<file path="config.mk">
export PLATFORM = sky130hd
export DESIGN_NAME = fsyn_pll_ctrl
export DESIGN_NICKNAME = d
export VERILOG_FILES = /design/src/rtl/fsyn_pll_pkg.sv /design/src/rtl/fsyn_pll_cfg.sv /design/src/rtl/fsyn_pll_lock_timer.sv /design/src/rtl/fsyn_pll_seq.sv /design/src/rtl/fsyn_pll_ctrl.sv
export SDC_FILE = /design/constraint.sdc
export NUM_CORES = 1
export LEC_CHECK = 0
export BUFFER_PORTS_ARGS = -buffer_cell sky130_fd_sc_hd__buf_2
export CORE_MARGIN = 5
export CORE_UTILIZATION = 41
export CTS_CLUSTER_DIAMETER = 80
export DETAILED_ROUTE_END_ITERATION = 16
export PLACE_DENSITY = 0.7
export SETUP_SLACK_MARGIN = 0.3
export SLEW_MARGIN = 20
export SYNTH_ARGS = -nofsm -noshare
export SYNTH_HDL_FRONTEND = slang
export SYNTH_HIERARCHICAL = 1
export SYNTH_SLANG_ARGS = --single-unit
</file>
<file path="constraint.sdc">
create_clock -name clk -period 4.65 [get_ports clk]
set_input_delay 0.93 -clock clk [delete_from_list [all_inputs] [get_ports clk]]
set_output_delay 0.93 -clock clk [all_outputs]
set_load 0.02 [all_outputs]
</file>
<file path="src/rtl/fsyn_pll_pkg.sv">
package fsyn_pll_pkg;

   typedef enum logic [3:0] {
      ST_OFF,
      ST_RELEASE,
      ST_BAND,
      ST_LOAD,
      ST_POWER,
      ST_WAIT,
      ST_ON,
      ST_FAULT,
      ST_PDOWN,
      ST_HOLD
   } seq_state_t;

   typedef enum logic [1:0] {
      BW_GOOD      = 2'd0,
      BW_VERY_BAD  = 2'd1,
      BW_BAD       = 2'd2,
      BW_VERY_GOOD = 2'd3
   } bw_code_t;

   localparam longint unsigned VCO_MIN_KHZ = 384000;
   localparam longint unsigned VCO_MAX_KHZ = 660000;
   localparam int unsigned     REF_MAX_KHZ = 40000;

endpackage

</file>
<file path="src/rtl/fsyn_pll_cfg.sv">
module fsyn_pll_cfg
   import fsyn_pll_pkg::*;
#(
   parameter int unsigned MULT_W      = 3,
   parameter int unsigned MULT_OFFSET = 16,
   parameter int unsigned REF_KHZ     = 30000,
   parameter int unsigned ADDR_W      = 2,
   parameter int unsigned DATA_W      = 8
) (
   input  logic              clk,
   input  logic              rst_n,
   input  logic              wr_en,
   input  logic [ADDR_W-1:0] wr_addr,
   input  logic [DATA_W-1:0] wr_data,
   input  logic              powered,
   input  logic              load_now,
   output logic [MULT_W-1:0] shadow_o,
   output logic [MULT_W-1:0] field_o,
   output logic              cmd_en_o,
   output logic              cmd_dis_o
);
   localparam int unsigned      NCODES = 1 << MULT_W;
   localparam logic [ADDR_W-1:0] A_CMD  = ADDR_W'(0);
   localparam logic [ADDR_W-1:0] A_MULT = ADDR_W'(1);

   logic [NCODES-1:0] legal;
   logic [MULT_W-1:0] wr_code;
   logic              mult_hit;
   wire               unused_hi = ^wr_data[DATA_W-1:MULT_W];

   genvar g;
   generate
      for (g = 0; g < NCODES; g++) begin : g_legal
         localparam longint unsigned VCO_KHZ =
            longint'(REF_KHZ) * longint'(g + MULT_OFFSET);
         assign legal[g] = (VCO_KHZ >= VCO_MIN_KHZ) && (VCO_KHZ <= VCO_MAX_KHZ);
      end
   endgenerate

   assign wr_code   = wr_data[MULT_W-1:0];
   assign mult_hit  = wr_en && (wr_addr == A_MULT) && legal[wr_code];
   assign cmd_en_o  = wr_en && (wr_addr == A_CMD) && wr_data[0];
   assign cmd_dis_o = wr_en && (wr_addr == A_CMD) && wr_data[1];

   always_ff @(posedge clk or negedge rst_n) begin
      if (!rst_n) begin
         shadow_o <= '0;
         field_o  <= '0;
      end else begin
         if (mult_hit)
            shadow_o <= wr_code;
         if (load_now)
            field_o <= shadow_o;
         else if (mult_hit && powered)
            field_o <= wr_code;
      end
   end

endmodule

</file>
<file path="src/rtl/fsyn_pll_lock_timer.sv">
module fsyn_pll_lock_timer #(
   parameter int unsigned TIMEOUT = 1250000
) (
   input  logic clk,
   input  logic rst_n,
   input  logic in_wait,
   output logic expired_o
);
   localparam int unsigned CNT_W = $clog2(TIMEOUT);

   logic [CNT_W-1:0] cnt;

   assign expired_o = in_wait && (cnt == CNT_W'(TIMEOUT - 1));

   always_ff @(posedge clk or negedge rst_n) begin
      if (!rst_n)
         cnt <= '0;
      else if (!in_wait)
         cnt <= '0;
      else if (!expired_o)
         cnt <= cnt + 1'b1;
   end

endmodule

</file>
<file path="src/rtl/fsyn_pll_seq.sv">
module fsyn_pll_seq
   import fsyn_pll_pkg::*;
#(
   parameter bit HAS_RESET = 1'b1,
   parameter bit HAS_BW    = 1'b1,
   parameter bit HAS_LOCK  = 1'b1,
   parameter bit PD_POL    = 1'b1
) (
   input  logic       clk,
   input  logic       rst_n,
   input  logic       cmd_en,
   input  logic       cmd_dis,
   input  logic       lock_i,
   input  logic       expired,
   output logic       nreset_o,
   output logic [1:0] bw_o,
   output logic       pd_o,
   output logic       load_o,
   output logic       in_wait_o,
   output logic       locked_o,
   output logic       timeout_o
);
   seq_state_t state;
   logic       pd_q;
   logic       timeout_q;

   assign pd_o      = pd_q;
   assign timeout_o = timeout_q;
   assign load_o    = (state == ST_LOAD);
   assign in_wait_o = (state == ST_WAIT);
   assign locked_o  = (state == ST_ON);

   always_ff @(posedge clk or negedge rst_n) begin
      if (!rst_n) begin
         state     <= ST_OFF;
         pd_q      <= PD_POL;
         timeout_q <= 1'b0;
      end else begin
         case (state)
            ST_OFF: begin
               if (cmd_en && !cmd_dis) begin
                  state     <= ST_RELEASE;
                  timeout_q <= 1'b0;
               end
            end
            ST_FAULT: begin
               if (cmd_dis)
                  state <= ST_PDOWN;
               else if (cmd_en) begin
                  state     <= ST_RELEASE;
                  timeout_q <= 1'b0;
               end
            end
            ST_RELEASE: state <= ST_BAND;
            ST_BAND:    state <= ST_LOAD;
            ST_LOAD:    state <= ST_POWER;
            ST_POWER: begin
               pd_q  <= ~PD_POL;
               state <= HAS_LOCK ? ST_WAIT : ST_ON;
            end
            ST_WAIT: begin
               if (cmd_dis)
                  state <= ST_PDOWN;
               else if (lock_i)
                  state <= ST_ON;
               else if (expired) begin
                  state     <= ST_FAULT;
                  timeout_q <= 1'b1;
               end
            end
            ST_ON: begin
               if (cmd_dis)
                  state <= ST_PDOWN;
            end
            ST_PDOWN: begin
               pd_q  <= PD_POL;
               state <= ST_HOLD;
            end
            ST_HOLD:  state <= ST_OFF;
            default:  state <= ST_OFF;
         endcase
      end
   end

   generate
      if (HAS_RESET) begin : g_rst
         logic nrst_q;
         always_ff @(posedge clk or negedge rst_n) begin
            if (!rst_n)
               nrst_q <= 1'b0;
            else if (state == ST_RELEASE)
               nrst_q <= 1'b1;
            else if (state == ST_HOLD)
               nrst_q <= 1'b0;
         end
         assign nreset_o = nrst_q;
      end else begin : g_no_rst
         assign nreset_o = 1'b1;
      end

      if (HAS_BW) begin : g_bw
         logic [1:0] bw_q;
         always_ff @(posedge clk or negedge rst_n) begin
            if (!rst_n)
               bw_q <= BW_VERY_GOOD;
            else if (state == ST_BAND)
               bw_q <= BW_GOOD;
         end
         assign bw_o = bw_q;
      end else begin : g_no_bw
         assign bw_o = BW_GOOD;
      end
   endgenerate

endmodule

</file>
<file path="src/rtl/fsyn_pll_ctrl.sv">
module fsyn_pll_ctrl
   import fsyn_pll_pkg::*;
#(
   parameter int unsigned MULT_W       = 3,
   parameter int unsigned MULT_OFFSET  = 16,
   parameter int unsigned REF_KHZ      = 30000,
   parameter int unsigned LOCK_TIMEOUT = 1250000,
   parameter int unsigned ADDR_W       = 2,
   parameter int unsigned DATA_W       = 8,
   parameter bit          HAS_RESET    = 1'b1,
   parameter bit          HAS_BW       = 1'b1,
   parameter bit          HAS_LOCK     = 1'b1,
   parameter bit          PD_POL       = 1'b1,
   localparam int unsigned VCO_W       = $clog2(MULT_OFFSET + (1 << MULT_W))
) (
   input  logic              clk,
   input  logic              rst_n,
   input  logic              wr_en,
   input  logic [ADDR_W-1:0] wr_addr,
   input  logic [DATA_W-1:0] wr_data,
   input  logic [ADDR_W-1:0] rd_addr,
   output logic [DATA_W-1:0] rd_data,
   input  logic              lock_i,
   output logic              pll_nreset_o,
   output logic [1:0]        pll_bw_o,
   output logic [MULT_W-1:0] pll_mult_o,
   output logic              pll_pd_o,
   output logic [VCO_W-1:0]  vco_mult_o,
   output logic              enabled_o,
   output logic              locked_o,
   output logic              timeout_o
);
   generate
      if (REF_KHZ > REF_MAX_KHZ) begin : g_bad_ref
         $error("reference above the supported maximum");
      end
      if (DATA_W < MULT_W + 1 || DATA_W < 3) begin : g_bad_data
         $error("data width too small for fields");
      end
      if (LOCK_TIMEOUT < 2) begin : g_bad_timeout
         $error("lock timeout must be at least 2 cycles");
      end
   endgenerate

   logic [MULT_W-1:0] shadow;
   logic              cmd_en, cmd_dis, load_now, in_wait, expired;

   fsyn_pll_cfg #(
      .MULT_W(MULT_W), .MULT_OFFSET(MULT_OFFSET), .REF_KHZ(REF_KHZ),
      .ADDR_W(ADDR_W), .DATA_W(DATA_W)
   ) u_cfg (
      .clk(clk), .rst_n(rst_n), .wr_en(wr_en), .wr_addr(wr_addr),
      .wr_data(wr_data), .powered(enabled_o), .load_now(load_now),
      .shadow_o(shadow), .field_o(pll_mult_o),
      .cmd_en_o(cmd_en), .cmd_dis_o(cmd_dis)
   );

   fsyn_pll_seq #(
      .HAS_RESET(HAS_RESET), .HAS_BW(HAS_BW), .HAS_LOCK(HAS_LOCK), .PD_POL(PD_POL)
   ) u_seq (
      .clk(clk), .rst_n(rst_n), .cmd_en(cmd_en), .cmd_dis(cmd_dis),
      .lock_i(lock_i), .expired(expired), .nreset_o(pll_nreset_o),
      .bw_o(pll_bw_o), .pd_o(pll_pd_o), .load_o(load_now),
      .in_wait_o(in_wait), .locked_o(locked_o), .timeout_o(timeout_o)
   );

   fsyn_pll_lock_timer #(
      .TIMEOUT(LOCK_TIMEOUT)
   ) u_timer (
      .clk(clk), .rst_n(rst_n), .in_wait(in_wait), .expired_o(expired)
   );

   assign enabled_o  = (pll_pd_o != PD_POL);
   assign vco_mult_o = VCO_W'(pll_mult_o) + VCO_W'(MULT_OFFSET);

   always_comb begin
      case (rd_addr)
         ADDR_W'(0): rd_data = {{(DATA_W-3){1'b0}}, timeout_o, locked_o, enabled_o};
         ADDR_W'(1): rd_data = {{(DATA_W-MULT_W){1'b0}}, shadow};
         default:    rd_data = '0;
      endcase
   end

endmodule

</file>
==> impl_results.md, run 1 <==
* Status: finished clean
* Maxcap violations at 0
* Final TNS setup at 0 ns
* Post-synth EDFFs at 0
* Post-CTS Resized at 0
* # fillers at a little over 500
* H-tree depth at 2
* Comb power frac at 34.5%
* Final Critical Period at 2.67 ns
* Tcrit/Tclk final at a little under three fifths
* Sequential Power Share at a little over two fifths
* Util after Layout at ~46%
* Syn avg cell area at approximately 9 um2
* # hold bufs at CTS at 0
* Die width at between 80 and 90 um
* Starting density of the core at around two fifths
* Row count at 26
* Min-Delay Endpoint: u_seq/bw_o[0]
* Switch Pwr at 399 uW
* Clock network power share at 22.7%
* Longest Clk Path Bufs at 2
* Critical register-to-register path endpoint: u_seq/state[1]
* Async S/R FF share, synth at 100%
* Crit start category: flop
* Reg-to-reg startpoint: u_seq/state[0]
* Top FF cell, synth: dfrtp_1
* Port bufs at 26
* First-pass GRT wire length at ~7.4 mm
* Pwr/cell area at roughly 430 nW/um2
* Worst-Skew Late Latency at around 0.29 ns
* Ys Warns at 6
* Place WS at ~2.0 ns
* CP Capture Type: flop
* Final Skew at 0.00955 ns
* Post-Syn Area at 2130 um2
* FF+latch count, synth at 35
* GP Congestion at 0.794
* Vias at approximately 1800
* Critical Path RT at between 4 and 5 ns
* Total wire length at between 4 and 5 mm
* Max IR drop VDD at 0.248 mV
* Setup ws final at between 1.5 and 2 ns
* HP Class: reg -> reg
* Pint at 605 uW
* Max Clk Rate at roughly 370 MHz
* Layout cells sized above 1 at between 10% and 20%
* Initial antenna violation count at 0
* Via/cell ratio at about 5.4
* Hold path startpoint: u_seq/bw_o[0]
* Gr usage total at approximately 14%
* Switching share of power at 39.8%
* Num ports at 39
* Cells after synthesis at ~240
* # DRC at 0
* DR WL/cell at about 13 um
* Total CTS buffers at 5
* Total power at 1.00 mW
* Slew HR at about 49%
* Reg clk slew, reported paths at around 0.080 ns
* CTS tree: built
* Crit path kind: reg -> reg
* Max-slew violations at 0
* Number of buffers added for setup after CTS at 0
* Post-synthesis cell type count at 52
* Initial DRC Count at a little under 80
* # clock sinks at 35
* Hold depth at 1
* Leak at 0.949 nW
* CP arrival at around 2.9 ns
* Fin Hold WS at around 0.47 ns
* Count of final setup violators at 0
* Final hold violations at 0
* Diode count at 0
* Hpwl dp at between 3 and 4 mm
* Die ar. at roughly 6700 um2
* Area Growth Syn to Fin at 9.41%
* Routed Antenna Nets at 0
* R2R cell count at 8
* Vias in the first global route at ~1600
* Pin count of the biggest net entering global routing at 36
* R2R Setup Slk at just under 2 ns
* Fin nets at roughly 270
* Sequential share of the synthesized area at between 40% and 50%
* Die Ht at between 80 and 90 um
* Root buf cell: clkbuf_8
* Core Area at 5070 um2
* Pre-Repair DR Iteration Count at 4
* GRT overflow at 0
* Worst slew pin tran at between 0.7 and 0.8 ns
* Critical Path Fanout Max at 16
* RSZ-0062 raised after global routing: no
state kept, by name, indices dropped and copies added, names as in the netlist:
name,cells
u_timer/cnt,21
u_seq/state,4
u_cfg/field_o,3
u_cfg/shadow_o,3
u_seq/bw_o,1
u_seq/nreset_o,1
u_seq/pd_o,1
u_seq/timeout_o,1
power by group through the flow:
stage	registers [mW]	clock network, mW	logic, mW
after floorplan	0.413	0	0.298
after global placement	0.433	0	0.341
after detailed placement	0.435	0	0.350
after CTS	0.430	0.234	0.350
after global routing	0.442	0.249	0.387
final	0.430	0.228	0.346
synthesized netlist by cell type, drive strengths merged (2+ instances only):
cell | number | area (um2)
nor2 | 27 | 101
mux2i | 7 | 70.1
dfstp | 2 | 52.6
nand3 | 6 | 30.0
conb | 2 | 7.51
a21oi | 11 | 62.6
nor2b | 5 | 31.3
a31oi | 6 | 37.5
xor2 | 2 | 17.5
buf | 15 | 109
nand2b | 7 | 43.8
o22ai | 2 | 18.8
o22a | 3 | 26.3
clkbuf | 5 | 18.8
nand3b | 2 | 15.0
nor3 | 9 | 45.0
o31ai | 3 | 27.5
xnor2 | 9 | 78.8
o21ai | 9 | 45.0
inv | 7 | 26.3
nand2 | 26 | 97.6
dfrtp | 33 | 826
and4 | 3 | 26.3
nor4b | 3 | 26.3
and4bb | 2 | 25.0
nand4 | 7 | 58.8
nor4 | 5 | 31.3
or3 | 4 | 35.0
per-stage QoR:
step	std cells	instance area, um2
final	327	2330
after global routing	327	2330
after CTS	327	2330
after detailed placement	319	2240
after global placement	319	2240
after floorplan	243	2150
routing by layer:
layer	vias up	GRT usage [%]	wire (um)
li1	872	-	-
met1	845	19.0	2010
met2	34	22.1	2100
met3	5	3.84	161
met4	0	5.98	63
met5	-	0	0
layout by cell type, fill, tap and decap left out, types with 7 or more instances in the layout:
cell and instances:
dfrtp_1 33, nor2_1 27, nand2_1 26, buf_2 26, a21oi_1 9, nor3_1 9, xnor2_1 9, o21ai_0 8
inv_1 7, mux2i_1 7, conb_1 7, nand2b_1 7
critical path, cell delays in order, from the launching register on:
cell,delay [ns]
dfrtp_1,0.64
nor2b_1,0.22
nor2b_1,0.61
inv_1,0.45
nor2_1,0.24
nor3_1,0.06
a31oi_1,0.17
nand3_1,0.10
o21ai_0,0.08
cell families (layout without fill, tap and decap cells):
kind of cell	after synthesis	after routing	share of synthesized area (%)
fa+ha+maj	1	1	0.588
flops	35	35	41.3
other cells	2	7	0.353
mux	8	8	3.82
compound gates	42	42	13.3
simple gates	112	112	28.9
buf+inv	27	41	7.23
xor+xnor	11	11	4.53
how the worst max path moves through the flow:
stage                    from             end  slack (ns)
6_report       u_seq/state[0]  u_seq/state[1]        1.98
5_1_grt        u_seq/state[0]  u_seq/state[1]        1.59
4_1_cts        u_seq/state[0]  u_seq/state[1]        1.93
3_5_place_dp   u_seq/state[0]  u_seq/state[1]        1.96
3_3_place_gp   u_seq/state[2]  u_seq/state[1]        2.02
2_1_floorplan  u_seq/state[0]      rd_data[1]        2.24
area by class of cell:
| cell class | instances | area (um2) | share of cell area (%) |
|---|---|---|---|
| tap | 70 | 87.6 | 3.76 |
| clock buffer | 7 | 86.3 | 3.71 |
| inverter | 7 | 26.3 | 1.13 |
| multi-input combinational | 181 | 1110 | 47.9 |
| timing repair buffer | 26 | 130 | 5.59 |
| clock inverter | 1 | 5.00 | 0.215 |
| sequential | 35 | 878 | 37.7 |
Note: power is estimated with default switching activity, not from simulation.
==> run 2, diff against run 1 <==
Settings changed: ABC_AREA set to 1, PLACE_DENSITY 0.7 to 0.71.
Clock period 4.65 ns to 2.3 ns, I/O delays scaled along.
==> impl_results.md, run 2 <==
* Critical Path Fanout Max at 5 (was 16)
* Worst slew pin tran at 0.780 ns (was 0.765 ns)
* Post-synth top area share at 34.8% (was 38.8%)
* Final Critical Period at 1.86 ns
* Largest reg by FF count: u_timer/cnt (unchanged)
* Routed Antenna Nets at 0 (unchanged)
* Critical Path End: rd_data[1] (was u_seq/state[1])
* Crit path kind: reg -> out (was reg -> reg)
* CTS tree: built (unchanged)
* Die width at 86.1 um (was 82.1 um)
* Longest Clk Path Bufs at 2 (unchanged)
* Final hold violations at 0 (unchanged)
* Biggest registers after layout: u_timer/cnt x21, u_seq/state x4 (unchanged)
* # fillers at 577 (was 514)
* HP Class: in -> async (was reg -> reg)
* Most numerous cell in the Yosys netlist: nand2_1 (was dfrtp_1)
* Num ports at 39 (unchanged)
* Post-synth EDFFs at 0 (unchanged)
* Critical register-to-register path endpoint: u_seq/timeout_o (was u_seq/state[1])
* Max-slew violations at 0 (unchanged)
* DR WL/cell at 11.1 um (was 13.2 um)
* Reg-to-reg startpoint: u_timer/cnt[0] (was u_seq/state[0])
* Worst-Skew Late Latency at 0.28 ns (was 0.29 ns)
* Gr usage total at 14.4% (about the same)
* R2R cell count at 12 (was 8)
* Fin area at 2630 um2 (was 2330 um2)
* Synth cell count leaders: 101 x nand2_1, 48 x nor2_1, 34 x inv_1, 33 x dfrtp_1, 28 x nand3_1 (was 33 x dfrtp_1, 27 x nor2_1, 26 x nand2_1, 11 x buf_4)
* Ys Warns at 6 (unchanged)
* GRT overflow at 0 (unchanged)
* Maxcap violations at 0 (unchanged)
* Post-Syn Area at 2370 um2 (was 2130 um2)
* Pwr/cell area at 777 nW/um2 (was 431 nW/um2)
* GP Congestion at 0.892 (was 0.794)
* Sequential share of the synthesized area at 37.0% (was 41.3%)
* FF+latch count, synth at 35 (unchanged)
* Cells after synthesis at 346 (was 238)
* # DRC at 0 (unchanged)
* Top FF cell, synth: dfrtp_1 (unchanged)
* Placed cell area at 2510 um2 (was 2240 um2)
* R2R Setup Slk at 0.59 ns (was 1.98 ns)
* Pre-Repair DR Iteration Count at 4 (unchanged)
* Die ar. at 7410 um2 (was 6730 um2)
* Most frequent cells in the layout: 101 x nand2_1, 48 x nor2_1, 34 x inv_1 (was 33 x dfrtp_1, 27 x nor2_1, 26 x nand2_1, 26 x buf_2)
* Vias in the first global route at 1961 (was 1615)
* Root buf cell: clkbuf_8 (unchanged)
* # hold bufs at CTS at 0 (unchanged)
* First-pass GRT wire length at 8.69 mm (was 7.42 mm)
* Slew HR at 48.0% (was 49.0%)
* Diode count at 0 (unchanged)
* CP arrival at 1.40 ns (was 2.88 ns)
* Total wire length at 4.97 mm (was 4.33 mm)
* Worst setup path start: u_seq/state[2] (was u_seq/state[0])
* Setup ws final at 0.440 ns (was 1.98 ns)
* Core Area at 5570 um2 (was 5070 um2)
* Max IR drop VDD at 0.391 mV (was 0.248 mV)
* Place WS at 0.541 ns (was 1.96 ns)
* Initial antenna violation count at 0 (unchanged)
* Status: finished clean (unchanged)
* RSZ-0062 raised after global routing: no (unchanged)
* Post-synthesis cell type count at 32 (was 52)
* Layout cells sized above 1 at 22.2% (was 17.1%)
* Leak at 1.27 nW (was 0.949 nW)
* Starting density of the core at 42.6% (was 41.9%)
* Max FFs per register at 21 (unchanged)
* Reg clk slew, reported paths at 0.07 ns (was 0.08 ns)
* # clock sinks at 35 (unchanged)
* Area Growth Syn to Fin at 10.8% (was 9.41%)
* Tcrit/Tclk final at around four fifths
* H-tree depth at 2 (unchanged)
* Total CTS buffers at 5 (unchanged)
* Crit start category: flop (unchanged)
* Commonest non-fill, non-tap cell in the layout: nand2_1 (was dfrtp_1)
* Via/cell ratio at 4.82 (was 5.37)
* Synth area leader: dfrtp_1 (unchanged)
* Fin nets at 390 (was 273)
* Syn avg cell area at 6.86 um2 (was 8.94 um2)
* Final Skew at 0.00228 ns (was 0.00955 ns)
* Port bufs at 26 (unchanged)
* Max Clk Rate at 538 MHz
* Top cells by area, synth: dfrtp_1 35%, nand2_1 16%, nor2_1 7.6% (was dfrtp_1 39%, nor2_1 4.8%, nand2_1 4.6%)
* Async S/R FF share, synth at 100% (unchanged)
* Util after Layout at 47.2% (was 45.9%)
* Critical Path RT at 1.84 ns (was 4.86 ns)
* Count of final setup violators at 0 (unchanged)
* Row count at 27 (was 26)
* Hpwl dp at 3.75 mm (was 3.09 mm)
* Die Ht at 86.1 um (was 82.1 um)
* Final TNS setup at 0 ns (unchanged)
* Initial DRC Count at 118 (was 77)
* CP Capture Type: output port (was flop)
* Pin count of the biggest net entering global routing at 36 (unchanged)
* Vias at 2149 (was 1756)
[run 2: cell count changes after synthesis, moves of 8 or more]
cell and change:
inv_1 +27, xnor2_1 -9, nand3_1 +22, nor2_1 +21, nand2_2 +10, nand2_1 +75, nor2_2 +8
[run 2: worst min path at each step]
stage | cells after the start | end | start
floorplan | 0 | u_cfg/field_o[0] | rst_n
global placement | 2 | u_seq/pd_o | u_seq/pd_o
detailed placement | 2 | u_seq/pd_o | u_seq/pd_o
CTS | 1 | u_timer/cnt[6] | rst_n
global route | 1 | u_timer/cnt[6] | rst_n
finish | 1 | u_timer/cnt[5] | rst_n
[run 2: report_power, final]
| group | leakage [nW] | internal (mW) | switching, mW |
|---|---|---|---|
| Combinational | 0.762 | 0.264 | 0.516 |
| Sequential | 0.463 | 0.710 | 0.0896 |
| Clock | 0.0482 | 0.242 | 0.220 |
| Total | 1.27 | 1.22 | 0.826 |
[run 2: critical path: stages, from the launching register on]
cell     delay (ns)
dfrtp_2        0.40
inv_2          0.06
nor2_4         0.14
nand3_1        0.14
inv_1          0.11
nand2_1        0.06
nand2_1        0.05
buf_2          0.15
[run 2: routing by layer]
layer | vias up | routed length (um) | GRT usage [%]
li1 | 1118 | - | -
met1 | 982 | 2360 | 18.9
met2 | 47 | 2360 | 24.0
met3 | 2 | 208 | 2.59
met4 | 0 | 36 | 4.32
met5 | - | 0 | 0
[run 2: logic make-up after synthesis]
| group | share of synthesized area [%] |
|---|---|
| and+or+nand+nor | 44.9 |
| buffers and inverters | 11.0 |
| other | 0.316 |
| AOI/OAI and AO/OA | 5.48 |
| xor gates and xnor gates | 0.738 |
| adders and majority gates | 0.527 |
| DFF | 37.0 |
[run 2: metrics by stage]
stage	instances	total power, mW	hold slack (ns)
after floorplan	351	1.41	0.164
after global placement	435	1.55	0.459
final	446	2.04	0.240
after CTS	443	2.03	0.276
after global routing	446	2.21	0.323
after detailed placement	435	1.56	0.462
[run 2: what timing repair did]
item	in CTS	in global routing
pin swaps	0	1
gates resized for setup	1	2
endpoints found under the setup margin	1	2
buffers inserted	0	3
gates cloned	0	0
[run 2: layout make-up]
cell class / instances / area [um2] / share of cell area, %
multi-input cells: 261 / 1250 / 47.7
flip-flops and latches: 35 / 881 / 33.5
repair buffers: 30 / 160 / 6.09
inverters: 40 / 151 / 5.76
well taps: 72 / 90.1 / 3.43
clock buffers: 7 / 86.3 / 3.28
clock inverters: 1 / 5.00 / 0.190
==> run 3, diff against run 2 <==
Clock period 2.3 ns to 1.6 ns, I/O delays scaled along.
==> impl_results.md, run 3 (synthesized netlist as in run 2, its figures left out) <==
* Status: finished, violations left (was finished clean)
* Violated checks: setup timing
* Commonest non-fill, non-tap cell in the layout: nand2_1 (unchanged)
* Vias at 2463 (was 2149)
* Fin area at 3350 um2 (was 2630 um2)
* Pin count of the biggest net entering global routing at 29 (was 36)
* Max IR drop VDD at 0.705 mV (was 0.391 mV)
* Worst setup path start: u_timer/cnt[1] (was u_seq/state[2])
* RSZ-0062 raised after global routing: yes (was no)
* Tcrit/Tclk final at 102%
* Critical Path RT at 1.78 ns (was 1.84 ns)
* Max FFs per register at 21 (unchanged)
* Starting density of the core at 42.6% (unchanged)
* Num ports at 39 (unchanged)
* Final Skew at 0.00976 ns (was 0.00228 ns)
* Vias in the first global route at 2233 (was 1961)
* GP Congestion at 0.899 (was 0.892)
* Die width at 86.1 um (unchanged)
* R2R Setup Slk at -0.02 ns (was 0.59 ns)
* Crit start category: flop (unchanged)
* Cell Count, Final, Fillers Out at 491 (was 446)
* Initial antenna violation count at 0 (unchanged)
* Reg-to-reg startpoint: u_timer/cnt[1] (was u_timer/cnt[0])
* Max Clk Rate at ~600 MHz
* Crit path kind: reg -> reg (was reg -> out)
* Largest reg by FF count: u_timer/cnt (unchanged)
* Hold path startpoint: wr_data[2]
* Reg clk slew, reported paths at 0.08 ns (was 0.07 ns)
* CTS tree: built (unchanged)
* Root buf cell: clkbuf_8 (unchanged)
* Via/cell ratio at 5.02 (was 4.82)
* First-pass GRT wire length at 9.81 mm (was 8.69 mm)
* HP Class: in -> reg (was in -> async)
* Total power at 3.54 mW (was 2.04 mW)
* Gr usage total at 16.5% (was 14.4%)
* CP Capture Type: flop (was output port)
* Area Growth Syn to Fin at 41.2% (was 10.8%)
* Critical Path Fanout Max at 2 (was 5)
* CP arrival at 1.80 ns (was 1.40 ns)
* Count of final setup violators at 1 (was 0)
* # DRC at 0 (unchanged)
* Routed Antenna Nets at 0 (unchanged)
* Final hold violations at 0 (unchanged)
* Initial DRC Count at 109 (was 118)
* R2R cell count at 12 (unchanged)
* Hpwl dp at 4.25 mm (was 3.75 mm)
* Total CTS buffers at 5 (unchanged)
* Longest Clk Path Bufs at 2 (unchanged)
* Worst-Skew Late Latency at 0.29 ns (was 0.28 ns)
* Row count at 27 (unchanged)
* Core Area at 5570 um2 (unchanged)
* Most frequent cells in the layout: 81 x nand2_1, 41 x nor2_1, 33 x buf_4 (was 101 x nand2_1, 48 x nor2_1, 34 x inv_1)
* Fin nets at 435 (was 390)
* Layout cells sized above 1 at 41.8% (was 22.2%)
* Leak at 1.58 nW (was 1.27 nW)
* Diode count at 0 (unchanged)
* Port bufs at 26 (unchanged)
* Die ar. at 7410 um2 (unchanged)
* Pre-Repair DR Iteration Count at 4 (unchanged)
* Placed cell count at 455 (was 435)
* Max-slew violations at 0 (unchanged)
* Hold depth at 3
* DR WL/cell at 13.4 um (was 11.1 um)
* Fin Hold WS at 0.328 ns (was 0.240 ns)
* Biggest registers after layout: u_timer/cnt x21, u_seq/state x4 (unchanged)
* Util after Layout at 60.1% (was 47.2%)
* Die Ht at 86.1 um (unchanged)
* Pwr/cell area at 1060 nW/um2 (was 777 nW/um2)
* # fillers at 466 (was 577)
* Setup ws final at -0.0242 ns (was 0.440 ns)
* Final Critical Period at approximately 1.6 ns
* H-tree depth at 2 (unchanged)
* # clock sinks at 35 (unchanged)
* Placed cell area at 2700 um2 (was 2510 um2)
* GRT overflow at 0 (unchanged)
* Total wire length at 6.60 mm (was 4.97 mm)
* Maxcap violations at 0 (unchanged)
run 3: layer usage:
metal	vias up	global-route usage [%]	routed length [um]
met2	70	28.4	3360
met4	0	6.04	153
met1	1161	20.2	2800
met5	-	0	0
met3	17	3.46	289
li1	1215	-	-
run 3: what timing repair did:
| action | in CTS | in global routing |
|---|---|---|
| hold endpoints to repair | 5 | 0 |
| buffers inserted | 12 | 15 |
| hold buffers | 1 | 0 |
| endpoints found under the setup margin | 29 | 35 |
| pin swaps | 12 | 24 |
| resized for setup | 36 | 75 |
run 3: worst max-delay path, stage by stage, from the launching register on:
cell and delay [ns]:
dfrtp_1 0.42, ha_4 0.17, nand3_2 0.08, nor2_1 0.10, nand4_1 0.10, nor2_1 0.10
inv_1 0.06, nor2_1 0.10, nor2_1 0.06, nor2_1 0.14, nand2_1 0.08, nand2_1 0.06
nand2_1 0.04
run 3: where the power goes:
part	internal, mW	leakage, nW	total, mW	switching, mW
clock	0.308	0.0385	0.634	0.326
combinational	0.731	1.08	1.78	1.05
sequential	1.02	0.462	1.13	0.109
total	2.06	1.58	3.54	1.48
run 3: final timing paths:
path,end
max,u_seq/timeout_o
min,u_cfg/shadow_o[2]
max reg2reg,u_seq/timeout_o
min reg2reg,u_seq/nreset_o
max in group asynchronous,u_timer/cnt[17]
min in group asynchronous,u_seq/state[1]
run 3: area by class of cell:
cell class | count | area (um2) | share of cell area, %
clock inverter | 1 | 7.51 | 0.224
timing repair buffer | 75 | 624 | 18.6
tap | 72 | 90.1 | 2.69
inverter | 40 | 183 | 5.45
multi-input combinational | 261 | 1490 | 44.4
clock buffer | 7 | 76.3 | 2.28
sequential | 35 | 881 | 26.3
run 3: per-stage QoR:
step                      setup slack [ns]  setup TNS, ns
after floorplan                    0.00144              0
after global placement              0.0858              0
after detailed placement           0.00676              0
after CTS                          0.00561              0
after global routing                -0.145         -0.305
final                              -0.0242        -0.0242
